[src/rtl/tsm_pkg.sv]
package tsm_pkg;

    // Number of tuples needed to cover an operand.
    function automatic int tuple_count(int op_w, int tup_w);
        return (op_w + tup_w - 1) / tup_w;
    endfunction

    // Number of tuple pairs (i, j) with i + j == s when each index is below n.
    function automatic int diag_pairs(int s, int n);
        if (s < 0 || s > 2 * n - 2) return 0;
        return (s < n) ? s + 1 : 2 * n - 1 - s;
    endfunction

    // Rows needed for one parity class: the fullest diagonal of that parity.
    function automatic int parity_rows(int par, int n);
        int m;
        m = 0;
        for (int s = par; s <= 2 * n - 2; s += 2) begin
            if (diag_pairs(s, n) > m) m = diag_pairs(s, n);
        end
        return m;
    endfunction

endpackage

[src/rtl/tsm_tuple_mul.sv]
module tsm_tuple_mul #(
    parameter int TUP_W = 4,
    localparam int PP_W = 2 * TUP_W
) (
    input  logic [TUP_W-1:0] x,
    input  logic [TUP_W-1:0] y,
    output logic [PP_W-1:0]  p
);
    // Small monolithic product: a flat 2*TUP_W-bit result.
    always_comb begin
        p = PP_W'(x) * PP_W'(y);
    end
endmodule

[src/rtl/tsm_row_pack.sv]
module tsm_row_pack #(
    parameter int NTUP      = 4,
    parameter int TUP_W     = 4,
    parameter int ROWS_EVEN = 3,
    parameter int ROWS_ODD  = 4,
    localparam int PP_W   = 2 * TUP_W,
    localparam int NROWS  = ROWS_EVEN + ROWS_ODD,
    localparam int ROW_W  = 2 * TUP_W * NTUP,
    localparam int RIDX_W = (NROWS > 1) ? $clog2(NROWS) : 1
) (
    input  logic [NTUP-1:0][NTUP-1:0][PP_W-1:0] pp,
    output logic [NROWS-1:0][ROW_W-1:0]         rows
);
    // Diagonal s holds every pair with i + j == s at bit offset TUP_W*s.
    // Diagonals of one parity sit PP_W bits apart, so their terms never overlap
    // and the k-th term of each diagonal shares row k of that parity class.
    always_comb begin
        int k;
        int r;
        rows = '0;
        for (int s = 0; s < 2 * NTUP - 1; s++) begin
            k = 0;
            for (int i = 0; i < NTUP; i++) begin
                if (s - i >= 0 && s - i < NTUP) begin
                    r = ((s % 2) == 0) ? k : ROWS_EVEN + k;
                    rows[RIDX_W'(r)][TUP_W * s +: PP_W] = pp[i][s - i];
                    k++;
                end
            end
        end
    end
endmodule

[src/rtl/tsm_adder_tree.sv]
module tsm_adder_tree #(
    parameter int NROWS = 7,
    parameter int ROW_W = 32,
    localparam int LEV  = (NROWS > 1) ? $clog2(NROWS) : 0,
    localparam int NPAD = 1 << LEV
) (
    input  logic [NROWS-1:0][ROW_W-1:0] rows,
    output logic [ROW_W-1:0]            sum
);
    logic [LEV:0][NPAD-1:0][ROW_W-1:0] lvl;

    // Balanced pairwise reduction; unused leaves are zero.
    always_comb begin
        lvl = '0;
        for (int r = 0; r < NROWS; r++) begin
            lvl[0][r] = rows[r];
        end
        for (int l = 0; l < LEV; l++) begin
            for (int n = 0; n < (NPAD >> (l + 1)); n++) begin
                lvl[l + 1][n] = lvl[l][2 * n] + lvl[l][2 * n + 1];
            end
        end
        sum = lvl[LEV][0];
    end
endmodule

[src/rtl/tsm_mul.sv]
module tsm_mul #(
    parameter int OP_W     = 14,
    parameter int TUP_W    = 4,
    parameter bit PIPE_PP  = 1'b1,
    parameter bit PIPE_OUT = 1'b1
) (
    input  logic              clk,
    input  logic              rst_n,
    input  logic              in_valid,
    input  logic [OP_W-1:0]   op_a,
    input  logic [OP_W-1:0]   op_b,
    output logic              out_valid,
    output logic [2*OP_W-1:0] product
);
    import tsm_pkg::*;

    localparam int NTUP      = tuple_count(OP_W, TUP_W);
    localparam int EXT_W     = NTUP * TUP_W;
    localparam int PP_W      = 2 * TUP_W;
    localparam int PROD_W    = 2 * OP_W;
    localparam int ROWS_EVEN = parity_rows(0, NTUP);
    localparam int ROWS_ODD  = parity_rows(1, NTUP);
    localparam int NROWS     = ROWS_EVEN + ROWS_ODD;
    localparam int ROW_W     = 2 * TUP_W * NTUP;

    typedef struct packed {
        logic                         vld;
        logic [NROWS-1:0][ROW_W-1:0]  rows;
    } pack_stage_t;

    typedef struct packed {
        logic              vld;
        logic [PROD_W-1:0] prod;
    } out_stage_t;

    logic [EXT_W-1:0] a_ext, b_ext;
    logic [NTUP-1:0][TUP_W-1:0] a_tup, b_tup;
    logic [NTUP-1:0][NTUP-1:0][PP_W-1:0] pp;
    logic [NROWS-1:0][ROW_W-1:0] packed_rows;
    logic [ROW_W-1:0] row_sum;

    pack_stage_t pk_d, pk_q;
    out_stage_t  ou_d, ou_q;

    assign a_ext = EXT_W'(op_a);
    assign b_ext = EXT_W'(op_b);

    // Tuple split and the grid of small multipliers.
    for (genvar i = 0; i < NTUP; i++) begin : g_split
        assign a_tup[i] = a_ext[i * TUP_W +: TUP_W];
        assign b_tup[i] = b_ext[i * TUP_W +: TUP_W];
    end

    for (genvar i = 0; i < NTUP; i++) begin : g_row
        for (genvar j = 0; j < NTUP; j++) begin : g_col
            tsm_tuple_mul #(.TUP_W(TUP_W)) u_tm (
                .x (a_tup[i]),
                .y (b_tup[j]),
                .p (pp[i][j])
            );
        end
    end

    tsm_row_pack #(
        .NTUP      (NTUP),
        .TUP_W     (TUP_W),
        .ROWS_EVEN (ROWS_EVEN),
        .ROWS_ODD  (ROWS_ODD)
    ) u_pack (
        .pp   (pp),
        .rows (packed_rows)
    );

    // Stage 1: packed rows.
    always_comb begin
        pk_d.vld  = in_valid;
        pk_d.rows = packed_rows;
    end

    if (PIPE_PP) begin : g_pk_reg
        always_ff @(posedge clk or negedge rst_n) begin
            if (!rst_n) pk_q <= '0;
            else        pk_q <= pk_d;
        end
    end else begin : g_pk_thru
        always_comb pk_q = pk_d;
    end

    tsm_adder_tree #(
        .NROWS (NROWS),
        .ROW_W (ROW_W)
    ) u_tree (
        .rows (pk_q.rows),
        .sum  (row_sum)
    );

    // Stage 2: the true product never needs more than PROD_W bits.
    always_comb begin
        ou_d.vld  = pk_q.vld;
        ou_d.prod = row_sum[PROD_W-1:0];
    end

    if (PIPE_OUT) begin : g_ou_reg
        always_ff @(posedge clk or negedge rst_n) begin
            if (!rst_n) ou_q <= '0;
            else        ou_q <= ou_d;
        end
    end else begin : g_ou_thru
        always_comb ou_q = ou_d;
    end

    assign out_valid = ou_q.vld;
    assign product   = ou_q.prod;

endmodule

[config.mk]
export PLATFORM = sky130hd
export DESIGN_NAME = tsm_mul
export DESIGN_NICKNAME = d
export VERILOG_FILES = /design/src/rtl/tsm_pkg.sv /design/src/rtl/tsm_tuple_mul.sv /design/src/rtl/tsm_row_pack.sv /design/src/rtl/tsm_adder_tree.sv /design/src/rtl/tsm_mul.sv
export SDC_FILE = /design/constraint.sdc
export NUM_CORES = 1
export LEC_CHECK = 0
export CORE_AREA = 10 10 191 193
export CTS_CLUSTER_DIAMETER = 40
export DETAILED_ROUTE_END_ITERATION = 8
export DIE_AREA = 0 0 201 203
export PLACE_DENSITY = 0.83
export SYNTH_ARGS = -nofsm -noshare
export SYNTH_HDL_FRONTEND = slang
export SYNTH_HIERARCHICAL = 1
export SYNTH_SLANG_ARGS = --single-unit
[constraint.sdc]
create_clock -name clk -period 5.9 [get_ports clk]
set_input_delay 1.18 -clock clk [delete_from_list [all_inputs] [get_ports clk]]
set_output_delay 1.18 -clock clk [all_outputs]
set_load 0.02 [all_outputs]
======== Yosys cells after proc, flatten, opt, wreduce, memory -nomap -nowiden ========
Cells that the tools add are included.
cells by class
  eq/ne operators ......................... 0
  reductions and logical operators ........ 0
  shift-type cells ........................ 0
  divide/modulo/power cells ............... 0
  $add $sub $neg .......................... 3
  $lt $le $gt $ge ......................... 0
  mux-type cells .......................... 0
  multipliers ............................. 11
  bitwise operators ....................... 0
operators with widths
  kind                                         count
  4-bit by 4-bit multiplier with 8-bit output  6
  24-bit by 28-bit adder with 28-bit output    1
  28-bit by 24-bit adder with 28-bit output    1
  28-bit adder                                 1
  4-bit by 2-bit multiplier with 6-bit output  3
  2-bit by 4-bit multiplier with 6-bit output  1
  2-bit by 2-bit multiplier with 4-bit output  1
storage, ports and cells
  bits in writable memories ............... 0
  memory bits (read-only) ................. 0
  output and inout port bits .............. 29
  memories ................................ 0
  bits in latches ......................... 0
  bits in registers ....................... 114

======== Depth between registers and ports, before layout ========
  depth after elaboration ................. 2
  gate-level depth with buffers ........... 20
  gate-level depth less buffers ........... 20

======== Cells and area by module ========
The synthesis kept the hierarchy.
by module, submodules not included
  module          times used  area an instance (um2)  cells an instance
  tsm_tuple_mul   16          446.7                   51
  tsm_mul         1           6359.8                  255
  tsm_adder_tree  1           5863.1                  695
  tsm_row_pack    1           1685.4                  225

======== Worst setup path after synthesis ========
Ideal clock, no wire load.
  path kind ............................... register -> register
  from .................................... reg pk_q[2] in the netlist's numbering
  to ...................................... reg ou_q, in the netlist product[16]
  library setup time ...................... 0.080 ns
  stages on the path, launching flop included .. 18
  slack ................................... 1.352 ns
  arrival time ............................ 4.469 ns
  path buffers ............................ 0
  clock period less this slack ............ 4.548 ns
  data required time ...................... 5.820 ns
  cell sequence ........................... dfrtp_1 -> inv_1 -> fa_1 -> inv_1 -> fa_1 -> fa_1 -> inv_1 -> fa_1 -> inv_1 -> ha_1 -> a21oi_1 -> and2b_2 -> a31oi_1 -> o21ai_0 -> a21boi_0 -> o21ai_0 -> a31oi_1 -> xnor2_1
RTL lines
  item                    RTL line        source
  start, declared         tsm_mul.sv:42   pack_stage_t pk_d, pk_q;
  start signal, assigned  tsm_mul.sv:83   else pk_q <= pk_d;
  end signal, assigned    tsm_mul.sv:106  else ou_q <= ou_d;
  end, declared           tsm_mul.sv:43   out_stage_t ou_d, ou_q;

==> impl_results.md <==
- Dpl ws: 0.802 ns
- Grt ovf: 0
- Die width: 201 um
- Avg Cell Area, Syn: 10.8 um^2
- DR vias/cell: 4.74
- Root Buffer: clkbuf_16
- Cell family with most CP delay: adder cells
- Cts bufs inserted: 34
- Commonest non-fill, non-tap cell in the layout: inv_1
- Fmax: 192 MHz
- Max-slew violations: 0
- Final Net Count: 1983
- Final worst slack: 0.690 ns
- RSZ-0062 raised after global routing: false
- Via count: 9883
- Rel. slew slack: 0.512
- Clk sink count: 226
- Vias in the first global route: 11035
- H-tree Lvls: 2
- # IOs: 60
- Iter 0 DRT Violations: 408
- HP Class: flop to flop
- CTS tree: yes
- Postcts setup bufs: 0
- DPL Wire Length: 22.5 mm
- Buf/Inv on CP: 4
- Multi-input gate area: 9050 um^2
- Critical Setup Path Class: flop to flop
- Worst-skew pair later-pin latency: 0.51 ns
- R2R depth: 17
- Layout cells sized above 1: 0.0499
- Die Y-Extent: 203 um
- Crit end category: flop
- Run status: complete, no violations
- Die ar.: 40800 um^2
- Std-Cell Rows: 66
- GRT Util Overall: 0.155
- Slowest CP cell: fa_1
- Final setup vio count: 0
- Delay of the slowest cell on the worst path: 0.55 ns
- Critical Path AT: 5.63 ns
- Crit path launch type: flop
- Clock-pin slew on the worst setup and hold paths: 0.05 ns
- CTS Hold Bufs: 0
- Antenna Nets Post-Route: 0
- Synth warnings: 6
- Inserted Diodes: 0
- Most frequent cells in the layout: 350 x inv_1, 226 x dfrtp_1, 180 x fa_1
- Final Critical Period: 5.21 ns
- Port Buffers: 59
- DR WL/cell: 14.6 um
- Critical path fanouts, max: 6
- Antenna violations before repair: 0
- Drc violations: 0
- FF+latch area: 5660 um^2
- Filler cells: 2567
- Area grow syn2layout: 8.28%
- Crit share post-route: 0.883
- Core area: 32500 um^2
- Setup TNS: 0 ns
- Worst Path Required: 6.32 ns
- Clock Path Buffers: 3
- Largest net degree at the start of global routing: 133
- Worst Tran Pin Value: 0.730 ns
- Cell Area, Synth: 16900 um^2
- Fin. Hold Viols: 0
- Max Cap Viol: 0
- Initial Util: 0.522
- Worst-path cell chain: inv_1, fa_1, inv_1, fa_1, fa_1, inv_1, fa_1, inv_1, ha_1, a21oi_1, o22ai_1, o41ai_1, o21ai_0, a21oi_1, o21bai_1, a21oi_1, xnor2_1
- CP Depth: 17
- First-pass GRT wire length: 52.5 mm
- Clock Skews: 0.0187 ns
- Cells after Synth: 1571
- Total wire length: 30.5 mm
- First drt pass iteration count: 5
- Hold path cells: 0
- Post-cts resize count: 0
- Final RePlAce weighted congestion: 0.868
metrics by stage:
| stage | util | hold slack (ns) | instance area (um^2) | std cells |
|---|---|---|---|---|
| 6_report | 0.565 | 0.349 | 18400 | 2086 |
| 5_1_grt | 0.565 | 0.364 | 18400 | 2086 |
| 4_1_cts | 0.565 | 0.352 | 18400 | 2086 |
| 3_5_place_dp | 0.530 | 0.340 | 17200 | 2024 |
| 3_3_place_gp | 0.530 | 0.337 | 17200 | 2024 |
| 2_1_floorplan | - | 0.331 | 17500 | 1719 |
path summary, 6_finish.rpt:
check / from / end / slack (ns)
setup / recovery: pk_q[12] / product[21] / 0.69
hold / removal: ou_d[28] / out_valid / 0.35
setup reg to reg: pk_q[12] / product[21] / 0.69
hold reg to reg: ou_d[28] / out_valid / 0.35
max in group asynchronous: rst_n / pk_q[211] / 4.07
min in group asynchronous: rst_n / out_valid / 0.67
registers in the layout, indices dropped and copies added, names as in the netlist:
register and flops:
product 28, out_valid 1, ou_d 1, pk_q 196
worst register-to-register path, stage by stage (launching register included):
cell      delay, ns
dfrtp_1        0.31
inv_1          0.05
fa_1           0.55
inv_1          0.07
fa_1           0.52
fa_1           0.55
inv_1          0.06
fa_1           0.50
inv_1          0.05
ha_1           0.38
a21oi_1        0.19
o22ai_1        0.16
o41ai_1        0.49
o21ai_0        0.39
a21oi_1        0.41
o21bai_1       0.11
a21oi_1        0.20
xnor2_1        0.14
routing by layer:
metal | wire, um | track usage | vias to the layer above
li1 | - | - | 4577
met1 | 12600 | 0.189 | 5017
met2 | 15400 | 0.276 | 235
met3 | 1630 | 0.0260 | 54
met4 | 784 | 0.0490 | 0
met5 | 0 | 0 | -
layout make-up:
class	count	area share
multi-input combinational	945	0.493
inverter	350	0.0716
tap	442	0.0301
clock buffer	39	0.0496
sequential	226	0.308
clock inverter	23	0.0132
timing repair buffer	61	0.0340
Power is not shown: default switching activity piles up to over one toggle a cycle in this logic, so the estimate is an artifact.
